[config.mk]
export PLATFORM = sky130hd
export DESIGN_NAME = irq_stat_mask_ctl
export DESIGN_NICKNAME = d
export VERILOG_FILES = /design/src/rtl/isc_pkg.sv /design/src/rtl/isc_decode.sv /design/src/rtl/isc_status.sv /design/src/rtl/isc_mask.sv /design/src/rtl/isc_irq.sv /design/src/rtl/irq_stat_mask_ctl.sv
export SDC_FILE = /design/constraint.sdc
export NUM_CORES = 1
export LEC_CHECK = 0
export ABC_AREA = 1
export BUFFER_PORTS_ARGS = -buffer_cell sky130_fd_sc_hd__buf_2
export CORE_MARGIN = 5
export CORE_UTILIZATION = 25
export DETAILED_ROUTE_END_ITERATION = 10
export PLACE_DENSITY_LB_ADDON = 0.08
export SYNTH_ARGS = -nofsm -noshare
export SYNTH_HDL_FRONTEND = slang
export SYNTH_SLANG_ARGS = --single-unit
[constraint.sdc]
create_clock -name clk -period 1.6 [get_ports clk]
set_clock_uncertainty 0.2 [all_clocks]
set_input_delay 0.32 -clock clk [delete_from_list [all_inputs] [get_ports clk]]
set_output_delay 0.32 -clock clk [all_outputs]
set_load 0.02 [all_outputs]
[src/rtl/isc_pkg.sv]
package isc_pkg;
  parameter int REG_W  = 32;
  parameter int HALF_W = REG_W / 2;

  // Lanes touched by an access: low half for a 16-bit access, all bits otherwise.
  function automatic logic [REG_W-1:0] lane_mask(input logic wide);
    lane_mask = wide ? {REG_W{1'b1}} : {{(REG_W-HALF_W){1'b0}}, {HALF_W{1'b1}}};
  endfunction

  // Acknowledge arithmetic: level refresh, then AND with mask and data on the written lanes.
  // Same-cycle pulses are ORed in last so they survive.
  function automatic logic [REG_W-1:0] status_next(
    input logic [REG_W-1:0] old_v,
    input logic [REG_W-1:0] pulses,
    input logic [REG_W-1:0] levels,
    input logic [REG_W-1:0] msk,
    input logic [REG_W-1:0] data,
    input logic [REG_W-1:0] lanes,
    input logic             ack);
    logic [REG_W-1:0] t;
    t = old_v;
    if (ack) begin
      t = old_v | levels;
      t = (t & ~lanes) | (t & msk & data & lanes);
    end
    status_next = t | pulses;
  endfunction

  function automatic logic [REG_W-1:0] mask_next(
    input logic [REG_W-1:0] old_v,
    input logic [REG_W-1:0] data,
    input logic [REG_W-1:0] lanes,
    input logic             wr);
    mask_next = wr ? ((old_v & ~lanes) | (data & lanes)) : old_v;
  endfunction
endpackage

[src/rtl/isc_decode.sv]
module isc_decode #(
  parameter int ADDR_W   = 8,
  parameter logic [ADDR_W-1:0] STAT_OFS = 8'h70,
  parameter logic [ADDR_W-1:0] MASK_OFS = 8'h74
) (
  input  logic [ADDR_W-1:0]        addr,
  input  logic                     we,
  input  logic                     wide,
  output logic                     sel_stat,
  output logic                     sel_mask,
  output logic                     wr_stat,
  output logic                     wr_mask,
  output logic [isc_pkg::REG_W-1:0] lanes
);
  always_comb begin
    sel_stat = (addr == STAT_OFS);
    sel_mask = (addr == MASK_OFS);
    wr_stat  = we && sel_stat;
    wr_mask  = we && sel_mask;
    lanes    = isc_pkg::lane_mask(wide);
  end

  always_comb begin
    a_one_target_r10: assert (!(wr_stat && wr_mask));
  end
endmodule

[src/rtl/isc_status.sv]
module isc_status #(
  parameter logic [isc_pkg::REG_W-1:0] LVL_BITS = 32'h0000_0280
) (
  input  logic                      clk,
  input  logic                      rst_n,
  input  logic [isc_pkg::REG_W-1:0] req_pulse,
  input  logic [isc_pkg::REG_W-1:0] req_level,
  input  logic [isc_pkg::REG_W-1:0] mask_q,
  input  logic [isc_pkg::REG_W-1:0] wdata,
  input  logic [isc_pkg::REG_W-1:0] lanes,
  input  logic                      wr_stat,
  output logic [isc_pkg::REG_W-1:0] stat_d,
  output logic [isc_pkg::REG_W-1:0] stat_q
);
  localparam int W = isc_pkg::REG_W;
  logic [W-1:0] lvl_eff;

  assign lvl_eff = req_level & LVL_BITS;

  always_comb
    stat_d = isc_pkg::status_next(stat_q, req_pulse, lvl_eff, mask_q, wdata, lanes, wr_stat);

  always_ff @(posedge clk or negedge rst_n)
    if (!rst_n) stat_q <= '0;
    else        stat_q <= stat_d;

  p_sticky_r2: assert property (@(posedge clk) disable iff (!rst_n)
    !wr_stat |=> ((stat_q & $past(stat_q)) == $past(stat_q)));
  p_pulse_wins_r9: assert property (@(posedge clk) disable iff (!rst_n)
    (|req_pulse) |=> ((stat_q & $past(req_pulse)) == $past(req_pulse)));
  p_ack_no_new_r3: assert property (@(posedge clk) disable iff (!rst_n)
    wr_stat |=> ((stat_q & ~($past(stat_q) | $past(lvl_eff) | $past(req_pulse))) == '0));
  p_ack_upper_r4: assert property (@(posedge clk) disable iff (!rst_n)
    (wr_stat && !lanes[W-1] && !(|req_pulse)) |=> (stat_q[W-1:W/2] == $past(stat_q[W-1:W/2])));
endmodule

[src/rtl/isc_mask.sv]
module isc_mask (
  input  logic                      clk,
  input  logic                      rst_n,
  input  logic [isc_pkg::REG_W-1:0] wdata,
  input  logic [isc_pkg::REG_W-1:0] lanes,
  input  logic                      wr_mask,
  output logic [isc_pkg::REG_W-1:0] mask_d,
  output logic [isc_pkg::REG_W-1:0] mask_q
);
  localparam int W = isc_pkg::REG_W;

  always_comb mask_d = isc_pkg::mask_next(mask_q, wdata, lanes, wr_mask);

  always_ff @(posedge clk or negedge rst_n)
    if (!rst_n) mask_q <= '0;
    else        mask_q <= mask_d;

  p_mask_hold_r5: assert property (@(posedge clk) disable iff (!rst_n)
    !wr_mask |=> $stable(mask_q));
  p_mask_upper_r4: assert property (@(posedge clk) disable iff (!rst_n)
    (wr_mask && !lanes[W-1]) |=> (mask_q[W-1:W/2] == $past(mask_q[W-1:W/2])));
  p_mask_store_r5: assert property (@(posedge clk) disable iff (!rst_n)
    (wr_mask && lanes[W-1]) |=> (mask_q == $past(wdata)));
endmodule

[src/rtl/isc_irq.sv]
module isc_irq (
  input  logic                      clk,
  input  logic                      rst_n,
  input  logic [isc_pkg::REG_W-1:0] stat_d,
  input  logic [isc_pkg::REG_W-1:0] mask_d,
  input  logic [isc_pkg::REG_W-1:0] stat_q,
  input  logic [isc_pkg::REG_W-1:0] mask_q,
  output logic                      irq_q
);
  logic irq_d;
  assign irq_d = |(stat_d & mask_d);

  always_ff @(posedge clk or negedge rst_n)
    if (!rst_n) irq_q <= 1'b0;
    else        irq_q <= irq_d;

  p_irq_tracks_r6: assert property (@(posedge clk) disable iff (!rst_n)
    irq_q == |(stat_q & mask_q));
endmodule

[src/rtl/irq_stat_mask_ctl.sv]
module irq_stat_mask_ctl #(
  parameter int ADDR_W = 8,
  parameter logic [ADDR_W-1:0] STAT_OFS = 8'h70,
  parameter logic [ADDR_W-1:0] MASK_OFS = 8'h74,
  parameter logic [31:0] LVL_BITS = 32'h0000_0280
) (
  input  logic              clk,
  input  logic              rst_n,
  input  logic [31:0]       req_pulse,
  input  logic [31:0]       req_level,
  input  logic [ADDR_W-1:0] bus_addr,
  input  logic [31:0]       bus_wdata,
  input  logic              bus_we,
  input  logic              bus_wide,
  output logic [31:0]       bus_rdata,
  output logic              cpu_irq
);
  localparam int W = isc_pkg::REG_W;

  logic         sel_stat, sel_mask, wr_stat, wr_mask;
  logic [W-1:0] lanes, stat_d, stat_q, mask_d, mask_q;

  isc_decode #(.ADDR_W(ADDR_W), .STAT_OFS(STAT_OFS), .MASK_OFS(MASK_OFS)) u_dec (
    .addr(bus_addr), .we(bus_we), .wide(bus_wide),
    .sel_stat(sel_stat), .sel_mask(sel_mask),
    .wr_stat(wr_stat), .wr_mask(wr_mask), .lanes(lanes));

  isc_status #(.LVL_BITS(LVL_BITS)) u_stat (
    .clk(clk), .rst_n(rst_n), .req_pulse(req_pulse), .req_level(req_level),
    .mask_q(mask_q), .wdata(bus_wdata), .lanes(lanes), .wr_stat(wr_stat),
    .stat_d(stat_d), .stat_q(stat_q));

  isc_mask u_mask (
    .clk(clk), .rst_n(rst_n), .wdata(bus_wdata), .lanes(lanes),
    .wr_mask(wr_mask), .mask_d(mask_d), .mask_q(mask_q));

  isc_irq u_irq (
    .clk(clk), .rst_n(rst_n), .stat_d(stat_d), .mask_d(mask_d),
    .stat_q(stat_q), .mask_q(mask_q), .irq_q(cpu_irq));

  always_comb begin
    if (sel_stat)      bus_rdata = stat_q;
    else if (sel_mask) bus_rdata = mask_q;
    else               bus_rdata = '0;
  end

  p_reset_clear_r1: assert property (@(posedge clk)
    !rst_n |-> (stat_q == '0 && mask_q == '0 && !cpu_irq));
  p_other_ofs_r10: assert property (@(posedge clk) disable iff (!rst_n)
    (bus_we && !sel_stat && !sel_mask && !(|req_pulse)) |=> ($stable(stat_q) && $stable(mask_q)));
endmodule

Word-level counts from Yosys, hierarchy flattened --
Cells that the tools add are included.
Operators by class: equal/unequal tests 2, mux-type cells 5, bitwise operators 12, reduce and logical (&&, ||, !) cells 3
Operator list (number):
- 32-bit bitwise AND | 7
- 32-bit 2-to-1 mux | 5
- 32-bit bitwise OR | 3
- 32-bit NOT | 1
- 32-bit by 10-bit bitwise OR with 32-bit output | 1
- 32-bit OR reduction | 1
- 8-bit by 7-bit equality test with 1-bit output (second input constant) | 2
- 1-bit logical AND | 2
Storage, ports and cells: bits in registers 65, input port bits 108, output and inout port bits 33, logic and storage cells 25

Logic depth before layout (Yosys ltp) --
Gate-level depths: netlist of the first run.
depth after elaboration 9, gate-level depth with buffers 15, mapped depth without buffers 14

Hierarchy --
Synthesis of the first run repeated with hierarchy kept, for this count alone.
Unflattened totals: cells, all modules 753, area, all modules 4635.7 um^2
By module, submodules not included:
- isc_mask | instances 1, cells each 263, area an instance 1760.4 um^2, seq. area each 800.8 um^2
- isc_status | instances 1, cells each 266, area an instance 1732.9 um^2, seq. area each 800.8 um^2
- irq_stat_mask_ctl | instances 1, cells each 107, area an instance 556.8 um^2, seq. area each 0.0 um^2
- isc_decode | instances 1, cells each 53, area an instance 324.1 um^2, seq. area each 0.0 um^2
- isc_irq | instances 1, cells each 64, area an instance 261.5 um^2, seq. area each 25.0 um^2

Least setup slack after synthesis of the first run --
No wires, ideal clock.
path type in2out, start in bus_addr[5], end out bus_rdata[20], arrival 1.557 ns, path slack -0.477 ns, stages on the path 5, path buffers 1, cells stage by stage nand2_1 nor2_4 nand2_1 clkbuf_1 o31ai_1
Between the ends: word-level cells in the longest chain between the ends 3
RTL lines:
- from (decl) | line irq_stat_mask_ctl.sv:11 | input logic [ADDR_W-1:0] bus_addr,
- 8-bit by 7-bit equality test with 1-bit output | line isc_decode.sv:17 | sel_mask = (addr == MASK_OFS);
- 32-bit 2-to-1 mux | line irq_stat_mask_ctl.sv:43 | else if (sel_mask) bus_rdata = mask_q;
- 32-bit 2-to-1 mux (*) | line irq_stat_mask_ctl.sv:42 | if (sel_stat) bus_rdata = stat_q;
- to (decl) | line irq_stat_mask_ctl.sv:15 | output logic [31:0] bus_rdata,
Every way passes the cells marked *; elsewhere a longest branch is shown, timed or not.

Worst setup path after layout of the first run --
start in bus_addr[6], end out bus_rdata[7]
The elaborated chain is that of the path after synthesis.

==> results.py, run 1 <==
metrics = {
    "sta": {
        "hold_violations": 0,
        "tightestPinTransition_ns": 0.372,
        "final.setup.tns_ns": -9.24,
        "fin_ws_ns": -0.358,
        "min_period_over_period": 1.22,
        "report.final.slew_viol_count": 0,
        "setup_viol": 33,
        "fin_crit_ns": 1.96,
        "relSlewSlack": 0.752,
        "fmax_mhz": 511,
        "rsz0062_at_grt": "yes",
    },
    "yosys": {
        "ys_ff_latch": 65,
        "syn_area_per_cell_um2": 7.12,
        "yosysUniqueCellTypes": 26,
        "syn_inst": 524,
        "synthesis.area_um2": 3730,
        "yosysSeqAreaShare": 0.436,
        "syn-num-nets": 632,
        "yosysWarnings": 0,
    },
    "pwr": {
        "power_mw": 4.43,
        "powerDensity_nw_per_um2": 705,
        "p_leak_nw": 3.15,
        "ir_worst_vdd_mv": 0.438,
    },
    "placement": {
        "place_hpwl_mm": 9.47,
        "gp_congestion": 0.743,
        "numPortBuffers": 110,
    },
    "run_status": {
        "status": "finished, violations left",
        "failed_checks": "negative setup slack",
    },
    "floorplan": {
        "die_w_um": 132,
        "ioPinCount": 141,
        "rows": 44,
        "core_area_um2": 14600,
        "chipHeight_um": 132,
        "die_area_um2": 17500,
        "initial_core_util": 0.256,
    },
    "clock_tree": {
        "cts_tree": "done",
        "clock-sinks": 65,
        "htreeDepth": 3,
        "path_clk_slew_ns": 0.05,
        "clk_latency_ns": 0.33,
        "clock_path_buffers": 2,
        "root_buffer": "clkbuf_16",
        "cts_buffers": 9,
    },
    "routing": {
        "antenna_left": 0,
        "first_pass_iters": 4,
        "wl_per_cell_um": 15.5,
        "dr.first_iter.drc_count": 224,
        "vias_per_cell": 4.47,
        "vias": 3976,
        "drc": 0,
        "routed_wl_mm": 13.7,
    },
    "grt": {
        "antenna_found_initial": 0,
        "track_usage": 0.163,
        "grt_overflow": 0,
        "grt_pass1_vias": 4138,
        "grt_pass1_wl_mm": 22.5,
        "grt_max_degree": 66,
    },
    "cells_and_area": {
        "num-nets-final": 808,
        "layout_common_cells": "nand2_1, inv_1, buf_2, dfrtp_1, buf_4",
        "num_antenna_cells": 0,
        "final_layout_size_suffix_gt1_frac": 0.380,
        "layout_commonest_cell": "nand2_1",
        "area_growth_pct": 68.4,
    },
    "worst_setup_path": {
        "critical_path.endpoint_type": "output pin",
        "required_ns": 1.08,
        "regToRegSetupSlack_ns": 0.05,
        "crit_fanout": 7,
        "critPathLaunchType": "primary input",
        "worstSetupPathType": "in2out",
        "worst_ep_arrival_time_ns": 1.44,
    },
    "worst_hold_path": {
        "hold_path_class": "in2reg",
    },
    "flow_run": {
        "max-cap-violations": 0,
    },
}
[per-layer routing]
metal  wire, um  vias up  track usage
met5          0        -            0
met4        165        0       0.0458
met3        670       13       0.0332
met2       6790       94        0.277
met1       6120     1833        0.211
li1           -     2036            -
[kinds of logic after synthesis]
family | share of synthesized area
buffers and inverters | 0.116
and+or+nand+nor | 0.312
AOI/OAI and AO/OA | 0.136
DFF | 0.436
[flip-flops by register name (all words and copies together), names as in the netlist]
name	cells
u_stat.stat_q	32
u_irq.irq_q	1
u_mask.mask_q	32
[final cells by class]
cell class	count	area (um2)
clock inverter	2	60.1
timing repair buffer	189	1630
multi-input combinational	355	2130
fill	1463	8300
clock buffer	14	264
sequential	65	1630
timing repair inverter	1	11.3
inverter	79	335
tap	184	230
[report_power, final]
group / leakage (nW) / switching, mW / internal, mW
Clock: 0.157 / 0.727 / 1.45
Sequential: 0.695 / 0.0223 / 1.68
Combinational: 2.30 / 0.306 / 0.239
[through the flow]
stage,utilization,setup slack [ns],cell area [um2],hold WS [ns],instances
floorplan,-,-0.223,4180,-0.176,524
finish,0.431,-0.358,6290,0.00629,889
global route,0.431,-0.411,6290,0.0142,889
CTS,0.426,-0.429,6210,0.00145,889
global placement,0.362,-0.612,5290,0.175,851
detailed placement,0.362,-0.631,5290,0.177,851
[final timing paths]
kind / from / end / depth (start not counted)
worst max register to register: u_mask.mask_q[23] / u_irq.irq_q / 10
worst min-delay path: req_pulse[26] / u_stat.stat_q[26] / 3
min in group asynchronous: rst_n / u_stat.stat_q[26] / 3
worst min register to register: u_stat.stat_q[18] / u_stat.stat_q[18] / 2
worst max-delay path: bus_addr[6] / bus_rdata[7] / 11
max in group asynchronous: rst_n / u_mask.mask_q[8] / 3
[timing repair]
item                                   CTS  global route
pin swaps                               13             6
gates cloned                             4             0
endpoints found under the hold margin   72             0
setup endpoints to repair               33            34
setup buffers                           10             4
hold buffers                             8             0
gates resized for setup                103            34
[synth_stat cells]
| master | n | area [um2] |
|---|---|---|
| nand2_1 | 184 | 691 |
| inv_1 | 76 | 285 |
| dfrtp_1 | 65 | 1630 |
| nand3_1 | 39 | 195 |
| o21ai_0 | 36 | 180 |
| nor2_1 | 17 | 63.8 |
| buf_2 | 13 | 65.1 |
| a21oi_1 | 12 | 60.1 |
| nand3b_1 | 12 | 90.1 |
| nor3_1 | 12 | 60.1 |
| o21ai_1 | 9 | 45.0 |
| o21ai_2 | 7 | 61.3 |
| o22ai_1 | 6 | 37.5 |
| a32o_1 | 5 | 50.1 |
| clkbuf_1 | 5 | 18.8 |
| o32ai_1 | 5 | 43.8 |
| o31ai_1 | 4 | 30.0 |
| buf_1 | 3 | 11.3 |
| buf_6 | 3 | 33.8 |
| inv_2 | 3 | 11.3 |
| and3_1 | 2 | 12.5 |
| nor2_4 | 2 | 22.5 |
| buf_4 | 1 | 7.51 |
| nand3_4 | 1 | 17.5 |
| nand4_1 | 1 | 6.26 |
| nor2_2 | 1 | 6.26 |
[critical path, cell delays in order]
cell and delay [ns]:
buf_6 0.08, inv_1 0.06, nor2_4 0.08, nand2_2 0.07
nor2_4 0.19, buf_12 0.13, buf_12 0.12, buf_8 0.11
nand2_2 0.05, o31ai_4 0.06, buf_6 0.15
Note: power is estimated with default switching activity, not from simulation.
==> inputs of run 2 (changes only) <==
--- a/config.mk
+++ b/config.mk
@@ -9,8 +9,10 @@
 export BUFFER_PORTS_ARGS = -buffer_cell sky130_fd_sc_hd__buf_2
 export CORE_MARGIN = 5
 export CORE_UTILIZATION = 25
+export CTS_BUF_LIST = sky130_fd_sc_hd__clkbuf_16
 export DETAILED_ROUTE_END_ITERATION = 10
 export PLACE_DENSITY_LB_ADDON = 0.08
 export SYNTH_ARGS = -nofsm -noshare
 export SYNTH_HDL_FRONTEND = slang
+export SYNTH_HIERARCHICAL = 1
 export SYNTH_SLANG_ARGS = --single-unit
==> run 2 against run 1 <==
  * Non-clock buffer count fell by 5
  * The flow still finishes with violations (negative setup slack)
  * Cell area grew 8.2%
  * Count of clock-buffer cells in the layout decreased by 5
==> results.py, run 2 <==
metrics = {
    "grt": {
        "antenna_found_initial": 0,
        "grt_pass1_vias": 4615,
        "grt_max_degree": 43,
        "track_usage": 0.146,
        "grt_overflow": 0,
        "grt_pass1_wl_mm": 24.5,
    },
    "worst_setup_path": {
        "crit_cells": 12,
        "worst-path-buf-inv": 7,
        "crit_fanout": 7,
        "crit_family": "buffers and inverters",
        "critPathLaunchType": "primary input",
        "worst_ep_arrival_time_ns": 1.47,
        "crit_top_cell": "buf_6",
        "cpPeakStageDelay_ns": 0.14,
        "required_ns": 1.08,
        "critical_path.endpoint_type": "output pin",
        "crit_path_cell_trace": "buf_6, inv_2, nand2_2, nor2_4, nand2_2, buf_6, clkinvlp_4, buf_6, buf_12, nand3_2, nand2_2, buf_6",
        "slowest_stage": "buf_6",
        "reg2reg_depth": 10,
        "worstSetupPathType": "in2out",
    },
    "floorplan": {
        "initial_core_util": 0.256,
        "die_area_um2": 21400,
        "die_w_um": 146,
        "chipHeight_um": 146,
        "ioPinCount": 141,
        "core_area_um2": 18100,
        "rows": 49,
    },
    "clock_tree": {
        "clock-sinks": 65,
        "clk_latency_ns": 0.34,
        "root_buffer": "clkbuf_16",
        "htreeDepth": 3,
        "path_clk_slew_ns": 0.05,
        "cts_buffers": 9,
        "clock_path_buffers": 2,
        "cts_tree": "done",
    },
    "flow_run": {
        "max-cap-violations": 0,
    },
    "routing": {
        "vias_per_cell": 3.94,
        "route.met2.wl_mm": 7.39,
        "maxUsedRoutingLayer": "met4",
        "routed_wl_mm": 15.2,
        "wl_per_cell_um": 13.3,
        "wl_met3_um": 625,
        "antenna_left": 0,
        "vias": 4502,
        "met1Wirelength_mm": 7.06,
        "first_pass_iters": 4,
        "drc": 0,
        "dr.first_iter.drc_count": 181,
    },
    "placement": {
        "numPortBuffers": 110,
        "place_hpwl_mm": 10.6,
        "place_area_um2": 5520,
        "gp_congestion": 0.745,
    },
    "pwr": {
        "p_switching_uw": 983,
        "comb_power_share": 0.113,
        "ir_worst_vdd_mv": 0.485,
        "swShare": 0.254,
        "internal-power_mw": 2.89,
        "p_leak_nw": 4.02,
        "power_mw": 3.87,
        "powerDensity_nw_per_um2": 569,
        "sequentialPowerShare": 0.437,
        "pwr-share-clk": 0.450,
    },
    "yosys": {
        "synth_fa_ha_area_frac": 0,
        "syn_inst": 753,
        "ys_ff_latch": 65,
        "synthArstFlopShare": 1.00,
        "synthFlopType": "dfrtp_1",
        "yosysMostFrequentCell": "nand2_1",
        "yosysSeqAreaShare": 0.351,
        "synth_top_area_frac": 0.351,
        "synth_compound_area_frac": 0,
        "yosys.area_share.simple": 0.408,
        "yosysWarnings": 6,
        "muxShareOfSynthArea": 0,
        "synth_area_leaders": "dfrtp_1, nand2_1, inv_1",
        "synth_xor_area_frac": 0,
        "synth_top_family_by_area": "simple AND/OR/NAND/NOR gates",
        "yosysTopAreaCell": "dfrtp_1",
        "synth-edff-count": 0,
        "synthesis.area_um2": 4640,
        "yosysUniqueCellTypes": 15,
        "synth_common_cells": "nand2_1, inv_1, dfrtp_1",
        "syn_area_per_cell_um2": 6.16,
    },
    "run_status": {
        "failed_checks": "negative setup slack",
        "status": "finished, violations left",
    },
    "cells_and_area": {
        "fillers": 1987,
        "final_cell_area_um2": 6800,
        "reg.largest.list": "u_mask/mask_q x32, u_stat/stat_q x32, u_irq/irq_q x1",
        "layout_commonest_cell": "nand2_1",
        "num-nets-final": 1018,
        "final_layout_size_suffix_gt1_frac": 0.303,
        "area_growth_pct": 46.7,
        "layout_common_cells": "nand2_1, inv_1, buf_2, dfrtp_1, nand2_2",
        "num_antenna_cells": 0,
    },
    "sta": {
        "min_period_over_period": 1.24,
        "setup_viol": 33,
        "report.final.slew_viol_count": 0,
        "fin_crit_ns": 1.99,
        "hold_violations": 0,
        "fin_ws_ns": -0.392,
        "fmax_mhz": 502,
        "rsz0062_at_grt": "yes",
        "final.setup.tns_ns": -11.02,
    },
    "worst_hold_path": {
        "hold_path_depth": 3,
        "hold_path_class": "in2reg",
    },
}
## run 2: cell types whose count changed in the layout (fill, tap and decap cells not counted), sizes merged, moves of 6 or more
cell         delta
nand2         +200
inv            +92
o21ai          -52
nand3          +24
buf            -19
conb           +16
dlygate4sd3    +13
a21oi          -12
nand3b         -12
nor3           -12
o22ai           -6
## run 2: tightest hold or removal path: stages
cell and delay (ns):
buf_2 0.07, inv_1 0.03, nand2_1 0.08
## run 2: power groups by stage
stage                     clock network, mW  registers (mW)  logic, mW
after floorplan                           0            1.71      0.203
after global placement                    0            1.72      0.377
after detailed placement                  0            1.72      0.373
after CTS                              1.82            1.69      0.439
after global routing                   1.90            1.69      0.500
final                                  1.74            1.69      0.439
## run 2: what timing repair did
action,in CTS,in global routing
buffers inserted,10,7
resized for setup,107,30
pin swaps,17,32
setup endpoints to repair,33,65
endpoints found under the hold margin,85,0
hold buffers,21,0
cloned,6,1
## run 2: area by class of cell
class | count | area [um2] | area share
multi-input combinational | 479 | 2260 | 0.332
clock inverter | 7 | 30.0 | 0.00441
tap | 229 | 287 | 0.0421
timing repair buffer | 184 | 1730 | 0.254
inverter | 171 | 651 | 0.0956
sequential | 65 | 1630 | 0.239
clock buffer | 9 | 225 | 0.0331
## run 2: routing by layer
layer	vias to the layer above	GRT usage
li1	2417	-
met1	1993	0.189
met2	85	0.249
met3	7	0.0421
met4	0	0.0212
met5	-	0
## run 2: logic make-up after synthesis
group,count (synthesis)
AND/OR/NAND/NOR,463
buffers and inverters,224
flip-flops,65
other,1
## run 2: path summary, 6_finish.rpt
kind                                         from                end  slack (ns)
min in group asynchronous                   rst_n  u_stat/stat_q[25]        0.30
worst max-delay path                  bus_addr[7]       bus_rdata[2]       -0.39
worst min register to register  u_stat/stat_q[20]  u_stat/stat_q[20]        0.29
max in group asynchronous                   rst_n   u_stat/stat_q[3]        0.63
worst min-delay path                 req_pulse[1]   u_stat/stat_q[1]        0.01
worst max register to register   u_mask/mask_q[1]        u_irq/irq_q        0.15
## run 2: per-stage QoR
step	instances	worst slack [ns]	util	hold slack (ns)
detailed placement	1085	-0.648	0.305	0.121
floorplan	768	-0.208	-	-0.176
global placement	1085	-0.669	0.305	0.134
CTS	1138	-0.420	0.367	0.00443
finish	1144	-0.392	0.376	0.0125
global route	1144	-0.473	0.376	0.00577
==> inputs of run 3 (changes only) <==
--- a/config.mk
+++ b/config.mk
@@ -7,7 +7,6 @@
 export LEC_CHECK = 0
 export ABC_AREA = 1
 export BUFFER_PORTS_ARGS = -buffer_cell sky130_fd_sc_hd__buf_2
-export CORE_MARGIN = 5
 export CORE_UTILIZATION = 25
 export CTS_BUF_LIST = sky130_fd_sc_hd__clkbuf_16
 export DETAILED_ROUTE_END_ITERATION = 10
==> run 3 against run 2 <==
  * Critical path type is now in2reg
  * Sequential cell count unchanged
  * Fmax increased by 2.8%
  * Clock power decreased by 3%
  * The flow finishes with violations (design-rule violations, negative setup slack)
  * Wire length increased by 3.8%
  * Via count about the same
  * First-iteration DRC count decreased by 2.8%
==> results.py, run 3 (synthesis gave the netlist of run 2 again) <==
metrics = {
    "sta": {
        "setup_viol": 35,
        "rsz0062_at_grt": "yes",
        "final.setup.tns_ns": -9.13,
        "hold_violations": 0,
        "min_period_over_period": 1.21,
        "fin_ws_ns": -0.338,
        "fmax_mhz": 516,
        "fin_crit_ns": 1.94,
        "finalHoldWorstSlack_ns": 0.00906,
        "report.final.slew_viol_count": 0,
    },
    "grt": {
        "grt_pass1_vias": 4340,
        "grt_pass1_wl_mm": 22.9,
        "antenna_found_initial": 0,
        "gr-usage-met2": 0.269,
        "track_usage": 0.158,
        "grt_overflow": 0,
        "grt-busiest-layer": "met2",
        "met3_usage": 0.0346,
        "met1_usage": 0.206,
        "grt_max_degree": 34,
    },
    "worst_setup_path": {
        "critPathLaunchType": "primary input",
        "worst_ep_arrival_time_ns": 2.01,
        "startpoint": "bus_addr[3]",
        "regToRegEndpoint": "u_irq/irq_q",
        "crit_fanout": 5,
        "reg2reg_depth": 10,
        "endpoint": "u_irq/irq_q",
        "required_ns": 1.68,
        "critical_path.endpoint_type": "flip-flop",
        "worstSetupPathType": "in2reg",
        "reg2reg_from": "u_mask/mask_q[1]",
        "regToRegSetupSlack_ns": 0.12,
    },
    "cells_and_area": {
        "layout_common_cells": "nand2_1, inv_1, buf_2, dfrtp_1, nand2_2",
        "final_layout_size_suffix_gt1_frac": 0.331,
        "reg.largest.list": "u_mask/mask_q x32, u_stat/stat_q x32, u_irq/irq_q x1",
        "area_growth_pct": 48.2,
        "final-instance-count-excl-fill": 1138,
        "layout_commonest_cell": "nand2_1",
        "num_antenna_cells": 0,
        "final_util": 0.380,
        "num-nets-final": 1015,
    },
    "routing": {
        "vias_per_cell": 3.96,
        "first_pass_iters": 8,
        "antenna_left": 0,
        "drc": 18,
        "routed_wl_mm": 15.7,
        "dr.first_iter.drc_count": 176,
        "vias": 4504,
        "wl_per_cell_um": 13.8,
    },
    "placement": {
        "numPortBuffers": 110,
        "preCtsSetupSlack_ns": -0.706,
        "gp_congestion": 0.723,
        "dp_cells": 1087,
        "place_hpwl_mm": 10.3,
    },
    "clock_tree": {
        "clock_path_buffers": 2,
        "root_buffer": "clkbuf_16",
        "cts_buffers": 9,
        "cts_tree": "done",
        "clock-sinks": 65,
        "clk_latency_ns": 0.34,
        "htreeDepth": 3,
        "path_clk_slew_ns": 0.05,
    },
    "run_status": {
        "failed_checks": "design-rule violations, negative setup slack",
        "status": "finished, violations left",
    },
    "floorplan": {
        "die_area_um2": 19100,
        "chipHeight_um": 138,
        "ioPinCount": 141,
        "rows": 49,
        "initial_core_util": 0.256,
        "core_area_um2": 18100,
        "die_w_um": 138,
    },
    "pwr": {
        "ir_worst_vdd_mv": 0.462,
        "powerDensity_nw_per_um2": 555,
        "p_leak_nw": 4.07,
    },
    "flow_run": {
        "max-cap-violations": 0,
    },
    "worst_hold_path": {
        "hold_path_class": "in2reg",
    },
}
[run 3: cell count changes in the layout (fill, tap and decap cells not counted), sizes merged]
cell,before,now
dlygate4sd3,21,15
buf,162,159
clkbuf,10,16
inv,172,171
clkinv,5,4
clkinvlp,1,0
[run 3: worst min path at each step]
stage / from / end / slack [ns] / cells after the start
after detailed placement: rst_n / u_mask/mask_q[22] / 0.04 / 1
after CTS: req_pulse[22] / u_stat/stat_q[22] / 0.0002 / 3
after global placement: rst_n / u_mask/mask_q[22] / 0.05 / 1
after floorplan: rst_n / u_irq/irq_q / -0.18 / 0
after global routing: req_pulse[7] / u_stat/stat_q[7] / 0.01 / 3
final: req_pulse[7] / u_stat/stat_q[7] / 0.009 / 3
[run 3: timing repair]
action	CTS	global route
pin swaps	15	51
hold buffers	15	0
endpoints found under the setup margin	33	45
buffers inserted	4	9
gates resized for setup	72	110
gates cloned	4	9
hold endpoints to repair	46	0
[run 3: metrics by stage]
stage / area (um2) / total power, mW
floorplan: 4770 / 1.91
global placement: 5510 / 2.09
detailed placement: 5510 / 2.08
CTS: 6280 / 3.87
global route: 6870 / 3.99
finish: 6870 / 3.81
[run 3: where the power goes]
group          switching [mW]  leakage [nW]  internal [mW]
combinational           0.240          3.38          0.193
sequential             0.0230         0.573           1.67
clock                   0.690         0.121          0.998
total                   0.953          4.07           2.86
[run 3: layer usage]
layer	share of wire	routed length [um]	vias up
li1	-	-	2415
met1	0.46	7310	1994
met2	0.50	7860	88
met3	0.029	461	7
met5	0	0	-
met4	0.0070	111	0
[run 3: critical path, cell delays in order]
cell       delay (ns)
buf_6            0.09
inv_2            0.05
nand2_1          0.06
nor2_2           0.12
nand2_2          0.08
buf_6            0.12
nor2_4           0.13
buf_12           0.16
buf_12           0.11
clkbuf_16        0.14
nand2_1          0.05
nand2_1          0.06
nand2_1          0.05
inv_1            0.06
nand2_1          0.06
nand2_1          0.14
nor2_1           0.06
nand2_1          0.05
nor2_1           0.04
nand2_1          0.05
[run 3: cell type report]
| class | instances | area, um2 |
|---|---|---|
| Clock buffer | 9 | 225 |
| Tap cell | 229 | 287 |
| Fill cell | 1954 | 11200 |
| Sequential cell | 65 | 1630 |
| Timing Repair Buffer | 181 | 1740 |
| Multi-Input combinational cell | 479 | 2320 |
| Inverter | 171 | 662 |
| Clock inverter | 4 | 15.0 |
